### src/rtl/aclink_pkg.sv
`timescale 1ns/1ps
package aclink_pkg;
    localparam int SLOTS      = 12;
    localparam int SLOT_W     = 20;
    localparam int TAG_W      = 16;
    localparam int FRAME_BITS = TAG_W + SLOTS * SLOT_W;
    localparam int DATA_W     = SLOTS * SLOT_W;
    localparam int POS_W      = $clog2(FRAME_BITS);
    localparam int SLOT_IDX_W = $clog2(SLOTS + 1);
    localparam int BIT_W      = $clog2((TAG_W > SLOT_W) ? TAG_W : SLOT_W);

    typedef logic [POS_W-1:0]      pos_t;
    typedef logic [SLOT_W-1:0]     word_t;
    typedef logic [TAG_W-1:0]      tag_t;
    typedef logic [SLOT_IDX_W-1:0] slot_t;

    localparam pos_t LAST_POS = pos_t'(FRAME_BITS - 1);

    // Where a frame position falls: tag slot or data slot, and which bit.
    typedef struct packed {
        logic                in_tag;
        logic                slot_end;
        slot_t               slot;
        logic [BIT_W-1:0]    bit_idx;
    } pos_info_t;

    // Captured outgoing frame contents.
    typedef struct packed {
        tag_t                           tag;
        logic [SLOTS-1:0][SLOT_W-1:0]   words;
    } tx_frame_t;

    function automatic pos_info_t decode_pos(pos_t p);
        pos_info_t info;
        int        off;
        info = '0;
        if (int'(p) < TAG_W) begin
            info.in_tag   = 1'b1;
            info.slot_end = (int'(p) == TAG_W - 1);
            info.bit_idx  = BIT_W'(TAG_W - 1 - int'(p));
        end else begin
            off           = int'(p) - TAG_W;
            info.slot     = slot_t'(off / SLOT_W + 1);
            info.bit_idx  = BIT_W'(SLOT_W - 1 - (off % SLOT_W));
            info.slot_end = ((off % SLOT_W) == SLOT_W - 1);
        end
        return info;
    endfunction

    function automatic tag_t make_tag(logic [SLOTS-1:0] v);
        tag_t t;
        t = '0;
        t[TAG_W-1] = |v;
        for (int i = 0; i < SLOTS; i++) begin
            t[TAG_W-2-i] = v[i];
        end
        return t;
    endfunction

    // Tag bit owned by data slot s (1..SLOTS).
    function automatic logic slot_flag(tag_t t, slot_t s);
        return t[TAG_W-1-int'(s)];
    endfunction

    function automatic logic frame_bit(tx_frame_t f, pos_t p);
        pos_info_t info;
        info = decode_pos(p);
        if (info.in_tag) begin
            return f.tag[info.bit_idx];
        end
        return f.words[int'(info.slot) - 1][info.bit_idx];
    endfunction
endpackage

### src/rtl/aclink_timing.sv
`timescale 1ns/1ps
module aclink_timing
    import aclink_pkg::*;
(
    input  logic clk,
    input  logic rst,
    input  logic hold,
    output pos_t pos,
    output pos_t pos_nxt,
    output logic run,
    output logic start,
    output logic sync_q
);
    logic idle;

    assign idle    = rst || hold;
    assign start   = !idle && (!run || (pos == LAST_POS));
    assign pos_nxt = start ? '0 : pos + pos_t'(1);

    always_ff @(posedge clk) begin
        if (idle) begin
            run    <= 1'b0;
            pos    <= '0;
            sync_q <= 1'b0;
        end else begin
            run    <= 1'b1;
            pos    <= pos_nxt;
            sync_q <= (pos_nxt < pos_t'(TAG_W));
        end
    end

    AST_SYNC_OPENS_FRAME: assert property (@(posedge clk) disable iff (rst)
        $rose(sync_q) |-> (pos == '0 && run)) else $error("sync rise off frame start");

    AST_HOLD_PARKS: assert property (@(posedge clk) disable iff (rst)
        hold |=> (pos == '0 && !run && !sync_q)) else $error("hold did not park counter");
endmodule

### src/rtl/aclink_tx.sv
`timescale 1ns/1ps
module aclink_tx
    import aclink_pkg::*;
(
    input  logic              clk,
    input  logic              rst,
    input  logic              hold,
    input  logic              start,
    input  pos_t              pos_nxt,
    input  logic [SLOTS-1:0]  tx_valid,
    input  logic [DATA_W-1:0] tx_data,
    output logic              sdata_q,
    output logic [SLOTS-1:0]  tx_take
);
    tx_frame_t frame_q;
    tx_frame_t frame_d;

    always_comb begin
        frame_d.tag = make_tag(tx_valid);
        for (int i = 0; i < SLOTS; i++) begin
            frame_d.words[i] = tx_valid[i] ? tx_data[i*SLOT_W +: SLOT_W] : '0;
        end
    end

    always_ff @(posedge clk) begin
        if (rst || hold) begin
            frame_q <= '0;
            sdata_q <= 1'b0;
            tx_take <= '0;
        end else if (start) begin
            frame_q <= frame_d;
            sdata_q <= frame_d.tag[TAG_W-1];
            tx_take <= tx_valid;
        end else begin
            sdata_q <= frame_bit(frame_q, pos_nxt);
            tx_take <= '0;
        end
    end

    for (genvar g = 0; g < SLOTS; g++) begin : g_zero_chk
        AST_IDLE_SLOT_ZERO: assert property (@(posedge clk) disable iff (rst)
            !frame_q.tag[TAG_W-2-g] |-> (frame_q.words[g] == '0)) else $error("unflagged slot not zero");
    end

    AST_TAKE_MARKS_FRAME: assert property (@(posedge clk) disable iff (rst)
        (|tx_take) |-> frame_q.tag[TAG_W-1]) else $error("take without valid frame");
endmodule

### src/rtl/aclink_rx.sv
`timescale 1ns/1ps
module aclink_rx
    import aclink_pkg::*;
(
    input  logic  clk,
    input  logic  rst,
    input  logic  hold,
    input  logic  run,
    input  pos_t  pos,
    input  logic  sdata_in,
    output logic  rx_valid,
    output slot_t rx_slot,
    output word_t rx_word
);
    logic      din_q;
    tag_t      tag_q;
    word_t     shift_q;
    pos_info_t info;

    assign info = decode_pos(pos);

    // Capture in the middle of the bit, on the falling edge.
    always_ff @(negedge clk) begin
        din_q <= sdata_in;
    end

    always_ff @(posedge clk) begin
        if (rst || hold) begin
            tag_q    <= '0;
            shift_q  <= '0;
            rx_valid <= 1'b0;
            rx_slot  <= '0;
            rx_word  <= '0;
        end else if (run) begin
            if (info.in_tag) begin
                tag_q    <= {tag_q[TAG_W-2:0], din_q};
                rx_valid <= 1'b0;
            end else begin
                shift_q  <= {shift_q[SLOT_W-2:0], din_q};
                rx_valid <= info.slot_end && slot_flag(tag_q, info.slot);
                if (info.slot_end) begin
                    rx_slot <= info.slot;
                    rx_word <= {shift_q[SLOT_W-2:0], din_q};
                end
            end
        end else begin
            rx_valid <= 1'b0;
        end
    end

    AST_RX_SLOT_LEGAL: assert property (@(posedge clk) disable iff (rst)
        rx_valid |-> (rx_slot >= slot_t'(1) && rx_slot <= slot_t'(SLOTS))) else $error("bad rx slot");

    AST_RX_NEEDS_RUN: assert property (@(posedge clk) disable iff (rst)
        rx_valid |-> $past(run)) else $error("rx word while idle");
endmodule

### src/rtl/aclink_engine.sv
`timescale 1ns/1ps
module aclink_engine
    import aclink_pkg::*;
(
    input  logic              bit_clk,
    input  logic              rst,
    input  logic              cold_rst_req,
    input  logic              warm_rst_req,
    output logic              codec_rst_n,
    output logic              sync,
    output logic              sdata_out,
    input  logic              sdata_in,
    input  logic [SLOTS-1:0]  tx_valid,
    input  logic [DATA_W-1:0] tx_data,
    output logic [SLOTS-1:0]  tx_take,
    output logic              rx_valid,
    output slot_t             rx_slot,
    output word_t             rx_word
);
    logic hold;
    pos_t pos;
    pos_t pos_nxt;
    logic run;
    logic start;
    logic sync_q;

    assign hold = cold_rst_req || warm_rst_req;

    // Codec control pins respond without any clock edge.
    assign codec_rst_n = !cold_rst_req;
    assign sync        = sync_q || warm_rst_req;

    aclink_timing u_timing (
        .clk     (bit_clk),
        .rst     (rst),
        .hold    (hold),
        .pos     (pos),
        .pos_nxt (pos_nxt),
        .run     (run),
        .start   (start),
        .sync_q  (sync_q)
    );

    aclink_tx u_tx (
        .clk      (bit_clk),
        .rst      (rst),
        .hold     (hold),
        .start    (start),
        .pos_nxt  (pos_nxt),
        .tx_valid (tx_valid),
        .tx_data  (tx_data),
        .sdata_q  (sdata_out),
        .tx_take  (tx_take)
    );

    aclink_rx u_rx (
        .clk      (bit_clk),
        .rst      (rst),
        .hold     (hold),
        .run      (run),
        .pos      (pos),
        .sdata_in (sdata_in),
        .rx_valid (rx_valid),
        .rx_slot  (rx_slot),
        .rx_word  (rx_word)
    );

    AST_COLD_QUIET: assert property (@(posedge bit_clk) disable iff (rst)
        cold_rst_req |=> (!sdata_out && !sync_q)) else $error("active during cold reset");

    AST_TAKE_IN_TAG: assert property (@(posedge bit_clk) disable iff (rst)
        (|tx_take) |-> sync) else $error("take outside tag slot");
endmodule

### config.mk
export PLATFORM = sky130hd
export DESIGN_NAME = aclink_engine
export DESIGN_NICKNAME = d
export VERILOG_FILES = /design/src/rtl/aclink_pkg.sv /design/src/rtl/aclink_timing.sv /design/src/rtl/aclink_tx.sv /design/src/rtl/aclink_rx.sv /design/src/rtl/aclink_engine.sv
export SDC_FILE = /design/constraint.sdc
export NUM_CORES = 1
export LEC_CHECK = 0
export ABC_AREA = 0
export BUFFER_PORTS_ARGS = -buffer_cell sky130_fd_sc_hd__buf_2
export CORE_ASPECT_RATIO = 0.7
export CORE_MARGIN = 2
export CORE_UTILIZATION = 55
export CTS_CLUSTER_SIZE = 14
export DETAILED_ROUTE_END_ITERATION = 6
export PLACE_DENSITY_LB_ADDON = 0.05
export SLEW_MARGIN = 25
export SYNTH_ARGS = -nofsm -noshare
export SYNTH_HDL_FRONTEND = slang
export SYNTH_SLANG_ARGS = --single-unit
export TNS_END_PERCENT = 1
### constraint.sdc
create_clock -name bit_clk -period 8 [get_ports bit_clk]
set_clock_uncertainty 0.05 [all_clocks]
set_input_delay 0.8 -clock bit_clk [delete_from_list [all_inputs] [get_ports bit_clk]]
set_output_delay 0.8 -clock bit_clk [all_outputs]
set_load 0.01 [all_outputs]
== Word level (Yosys, flattened, before mapping) ==
Index checks and enable logic that the tools add are counted.
Widths: inputs -> output; s select.

* Reduce and logical (&&, ||, !) cells: 15
* Order comparisons: 7
* Shift-type cells: 0
* Multipliers: 0
* Bitwise operators: 3
* Divide/modulo/power cells: 4
* Multiplexer cells: 42
* Eq/ne operators: 3
* Add/subtract/negate cells: 9

{| class="wikitable"
|+ Operator list
! cell !! number
|-
| $mux 20 || 14
|-
| $bmux 20 s4 || 1
|-
| $div 32x6->32 const B || 2
|-
| $lt 32x6->1 const B || 2
|-
| $mod 32x6->32 const B || 2
|-
| $eq 32x6->1 const B || 1
|-
| $lt 8x5->1 const B || 3
|-
| $sub 8x5->9 const B || 2
|-
| $mux 1 || 16
|-
| $mux 4 || 4
|-
| $mux 5 || 3
|-
| $reduce_or 12->1 || 1
|-
| $add 4x2->4 const B || 2
|-
| $add 8x1->8 const B || 1
|-
| $bmux 1 s4 || 2
|-
| $eq 8x5->1 const B || 1
|-
| $eq 8x8->1 const B || 1
|-
| $mux 8 || 1
|-
| $lt 5x6->1 const B || 1
|-
| $bmux 1 s5 || 1
|-
| $lt 5x5->1 const B || 1
|-
| $sub 4x1->5 const B || 1
|-
| $sub 4x4->5 const A || 1
|-
| $sub 4x5->5 const A || 1
|-
| other kinds (9) || 18
|}

* Bits in latches: 0
* Bits in registers: 337
* Bits in read-only memories: 0
* Memory bits (writable): 0
* Memories: 0
* Output and inout port bits: 40
* Input bits: 257
* Logic and storage cells: 107

== Depth between registers and ports, before layout ==
* Depth after elaboration: 19
* Gate-level depth with buffers: 35
* Gate-level depth less buffers: 31

== Modules after synthesis ==
A second synthesis with hierarchy kept.

* Cells, all modules: 1,434
* Area, all modules: 15,222.1 um^2

{| class="wikitable"
|+ By module, submodules not included
! module !! cells an instance !! area each (um^2) !! instances !! seq. area each (um^2)
|-
| aclink_tx || 991 || 11,537.3 || 1 || 5,325.1
|-
| aclink_rx || 393 || 3,225.6 || 1 || 1,221.2
|-
| aclink_timing || 47 || 442.9 || 1 || 200.2
|-
| aclink_engine || 3 || 16.3 || 1 || 0.0
|}

==> key figures <==
Run status
  • Status: complete, no violations

Setup path
  • Crit-path slowest cell: mux2_2
  • CP dominant cell by count: ha_1
  • Critical path buffers and inverters: 3
  • Setup crit end kind: flop
  • WS Path Type: reg2reg
  • Reg-to-Reg Start: u_timing.pos[0]
  • CP startpoint: u_timing.pos[0]
  • WP depth: 29
  • Worst-path maximum fanout: 27
  • Max incr delay on CP: 0.54 ns
  • CP Data Required Time: around 8.4 ns
  • R2R setup slack: roughly 0.54 ns
  • Crit path arrival time: roughly 8 ns
  • Startpoint types: flop
  • CP top delay family: simple AND/OR/NAND/NOR gates
  • Depth of the most critical reg-to-reg path: 29
  • Worst setup endpoint: u_tx.sdata_q
  • Worst reg2reg endpoint: u_tx.sdata_q

Power
  • Design internal power: about 0.0027 W
  • Pwr/cell area: around 200 nW/um2
  • P_leak: 7.22 nW
  • Seq pwr share: 48.9%
  • Comb pwr share: around 5.1%
  • Part of the power in the clock network: between 40% and 50%
  • NetSw: around 0.00077 W
  • Worst ir drop on vdd: ~0.18 mV
  • Total chip power: ~0.0035 W
  • Switching part of the total power: between 20 and 25%

Floorplanning
  • Core area: between 20000 and 30000 um2
  • Total I/O pin count: slightly below 300
  • Die Width: ~200 um
  • Die ar.: roughly 28000 um2
  • Die H: around 140 um
  • Starting Density: between 50% and 60%
  • FP Rows: 50

Timing
  • Period minus WS final: between 7 and 8 ns
  • Setup TNS Final: 0 ns
  • Final worst-path cycle share: 93.3%
  • Final setup viols: 0
  • Final setup margin: roughly 0.54 ns
  • Final hold violation count: 0
  • Slew @ Worst Pin: roughly 1.1 ns
  • Rel. slew slack: between 20% and 30%
  • Hold slack: 0.400 ns
  • Slew Viols, Final: 0
  • Peak Freq: approximately 0.13 GHz

Synthesis
  • Most common library cells after synthesis: dfxtp_1, a22o_1, nand2_1
  • Synth Instances: about 1.4k
  • Most frequent cell after synthesis: dfxtp_1
  • Area leader, netlist: dfxtp_1
  • Synth warnings: 0
  • Cell variety after synth: 89
  • Largest family of logic cells by synthesized area: compound AO/OA/AOI/OAI gates
  • Dominant synthesized flop cell: dfxtp_1
  • Sequential share of the synthesized area: 45.8%
  • Synth Area in Adders: approximately 1.4%
  • Mux contribution to synthesized area: a little under an eighth
  • Syn Nets: roughly 1.7k
  • FFs w/ async S/R, synth: 0%
  • Synthesis-stage register bit count: around 340
  • Post-Synth Simple-Gate Area: roughly a tenth
  • Synthesized area per cell: 10.4 um2
  • Post-synth EDFFs: 0
  • Main area contributors after synthesis: dfxtp_1, a22o_1, mux4_2, nand2_1, mux2i_1
  • Cell Area, Synth: approximately 15000 um2
  • Post-synthesis compound-gate area fraction: about 25%
  • Synth top area share: a little under half
  • XOR/XNOR Fraction of Synth Area: around 2.2%

Route
  • DRC Markers: 0
  • Drt pass-1 iters: 5
  • DRT antenna net count: 0
  • Routed WL per cell: about 22 um
  • DR iter-0 viols: 1096
  • Vias per inst: a little over 6
  • Vias post-DR: between 10k and 15k
  • Final wirelength: between 40 and 50 mm

Clock tree
  • Root Driver: clkbuf_16
  • CTS tree: done
  • CTS Buf Count: 34
  • Clock H-tree levels: 2
  • Clock latency on the worst-skew pair: ~0.57 ns
  • CTS Hold Bufs: 0
  • Clock slew seen by the registers of the worst setup and hold paths: roughly 0.070 ns
  • Max clock buf depth: 3
  • CTS Sinks: 337

Cells and area
  • Ratio of cells with drive above 1 in the final layout: between 20 and 30%
  • NumNets Final: between 1.5k and 2k
  • Register area: approximately 6700 um2
  • Fill cells: ~2.2k
  • Footprint of the multi-input gates: 7520 um2
  • End-of-flow core utilization: between 60% and 70%
  • Area Growth Syn to Fin: 19.7%

Flow run
  • Max-cap check violation count: 0

Place
  • Port Buffers: 296
  • Worst slack, placed: roughly 0.25 ns
  • Post-DP HPWL: 32.1 mm
  • Routability Congestion: between 0.9 and 1

Min path
  • Hold Crit Class: reg2reg

GRT
  • Gr ovfl total: 0
  • Overall Global Routing Usage: roughly a third
  • Number of global-route vias before repair: between 10k and 15k
  • Antenna violations before repair: 14
  • Largest net degree at the start of global routing: between 90 and 100
  • First-pass GRT wire length: roughly 69 mm
[per-stage QoR]
step / std cells / cell area, um2
floorplan: 1419 / 14700
global placement: 1991 / 16400
finish: 2060 / 17600
CTS: 2050 / 17600
detailed placement: 1991 / 16400
global route: 2058 / 17600
[sequential cells by signal (all words and copies together) (netlist names)]
signal	cells
u_rx.din_q	1
u_rx.tag_q	16
u_rx.rx_slot	4
u_tx.frame_q	253
u_tx.tx_take	12
u_rx.shift_q	19
u_timing.sync_q	1
u_rx.rx_valid	1
u_tx.sdata_q	1
u_timing.pos	8
u_rx.rx_word	20
u_timing.run	1
[timing repair]
item,4_1_cts,5_1_grt
gates resized for setup,0,8
endpoints found under the setup margin,0,1
buffers inserted,0,2
[power by group through the flow]
stage / combinational (W) / clock (W) / sequential, W
5_1_grt: 0.000194 / 0.00170 / 0.00172
2_1_floorplan: 0.0000802 / 0.00000156 / 0.00175
3_3_place_gp: 0.000174 / 0.00000156 / 0.00175
6_report: 0.000179 / 0.00161 / 0.00172
4_1_cts: 0.000176 / 0.00163 / 0.00172
3_5_place_dp: 0.000175 / 0.00000156 / 0.00175
[how the worst min path moves through the flow]
stage | from | end | slack (ns) | cells after the start
6_report | u_tx.frame_q[255] | u_tx.frame_q[255] | 0.40 | 1
5_1_grt | u_tx.frame_q[255] | u_tx.frame_q[255] | 0.42 | 1
4_1_cts | u_tx.frame_q[255] | u_tx.frame_q[255] | 0.40 | 1
3_5_place_dp | u_tx.frame_q[255] | u_tx.frame_q[255] | 0.38 | 1
3_3_place_gp | u_tx.frame_q[255] | u_tx.frame_q[255] | 0.38 | 1
2_1_floorplan | u_tx.frame_q[255] | u_tx.frame_q[255] | 0.37 | 1
[per-layer routing]
layer	share of wire [%]	vias up	track usage, %
met3	9.4	90	8.54
met5	0.15	-	0
met4	2.6	12	9.82
met1	46	6137	47.0
met2	42	488	45.2
li1	-	5889	-
[placed cells by master (no fill, tap or decap), types with 5 or more instances in the layout]
cell type | netlist | routed
a21o_1 | 21 | 21
a211oi_1 | 6 | 6
inv_1 | 13 | 13
o21ai_0 | 34 | 32
a31oi_1 | 20 | 18
o211ai_1 | 7 | 7
and3_1 | 25 | 23
clkbuf_16 | 0 | 34
nand2b_1 | 5 | 5
ha_1 | 16 | 14
nor4_1 | 8 | 7
nor3_1 | 12 | 12
a22o_1 | 244 | 244
o22ai_1 | 11 | 11
mux2i_1 | 42 | 42
nand3_1 | 24 | 24
buf_2 | 12 | 296
xor2_1 | 5 | 5
a21oi_1 | 57 | 56
dfxtp_1 | 337 | 335
xnor2_1 | 22 | 21
mux4_2 | 54 | 54
diode_2 | 0 | 7
o21a_1 | 5 | 5
nor2_1 | 72 | 71
clkinv_2 | 1 | 6
mux2_2 | 10 | 10
clkbuf_1 | 81 | 11
o21ai_1 | 3 | 5
buf_4 | 6 | 26
nand2_1 | 152 | 152
a221oi_1 | 6 | 6
[cell families after synthesis]
group	Yosys count
compound gates	468
buf+inv	130
flops	337
fa+ha+maj	16
xor+xnor	31
simple gates	331
mux	106
[area by class of cell]
cell class                 instances  area share, %
inverter                          15          0.333
clock inverter                    12           1.01
antenna                            7         0.0993
clock buffer                      48           5.29
tap                              364           2.58
sequential                       337           38.3
multi-input combinational        952           42.6
timing repair buffer             325           9.82
Note: power is estimated with default switching activity, not from simulation.
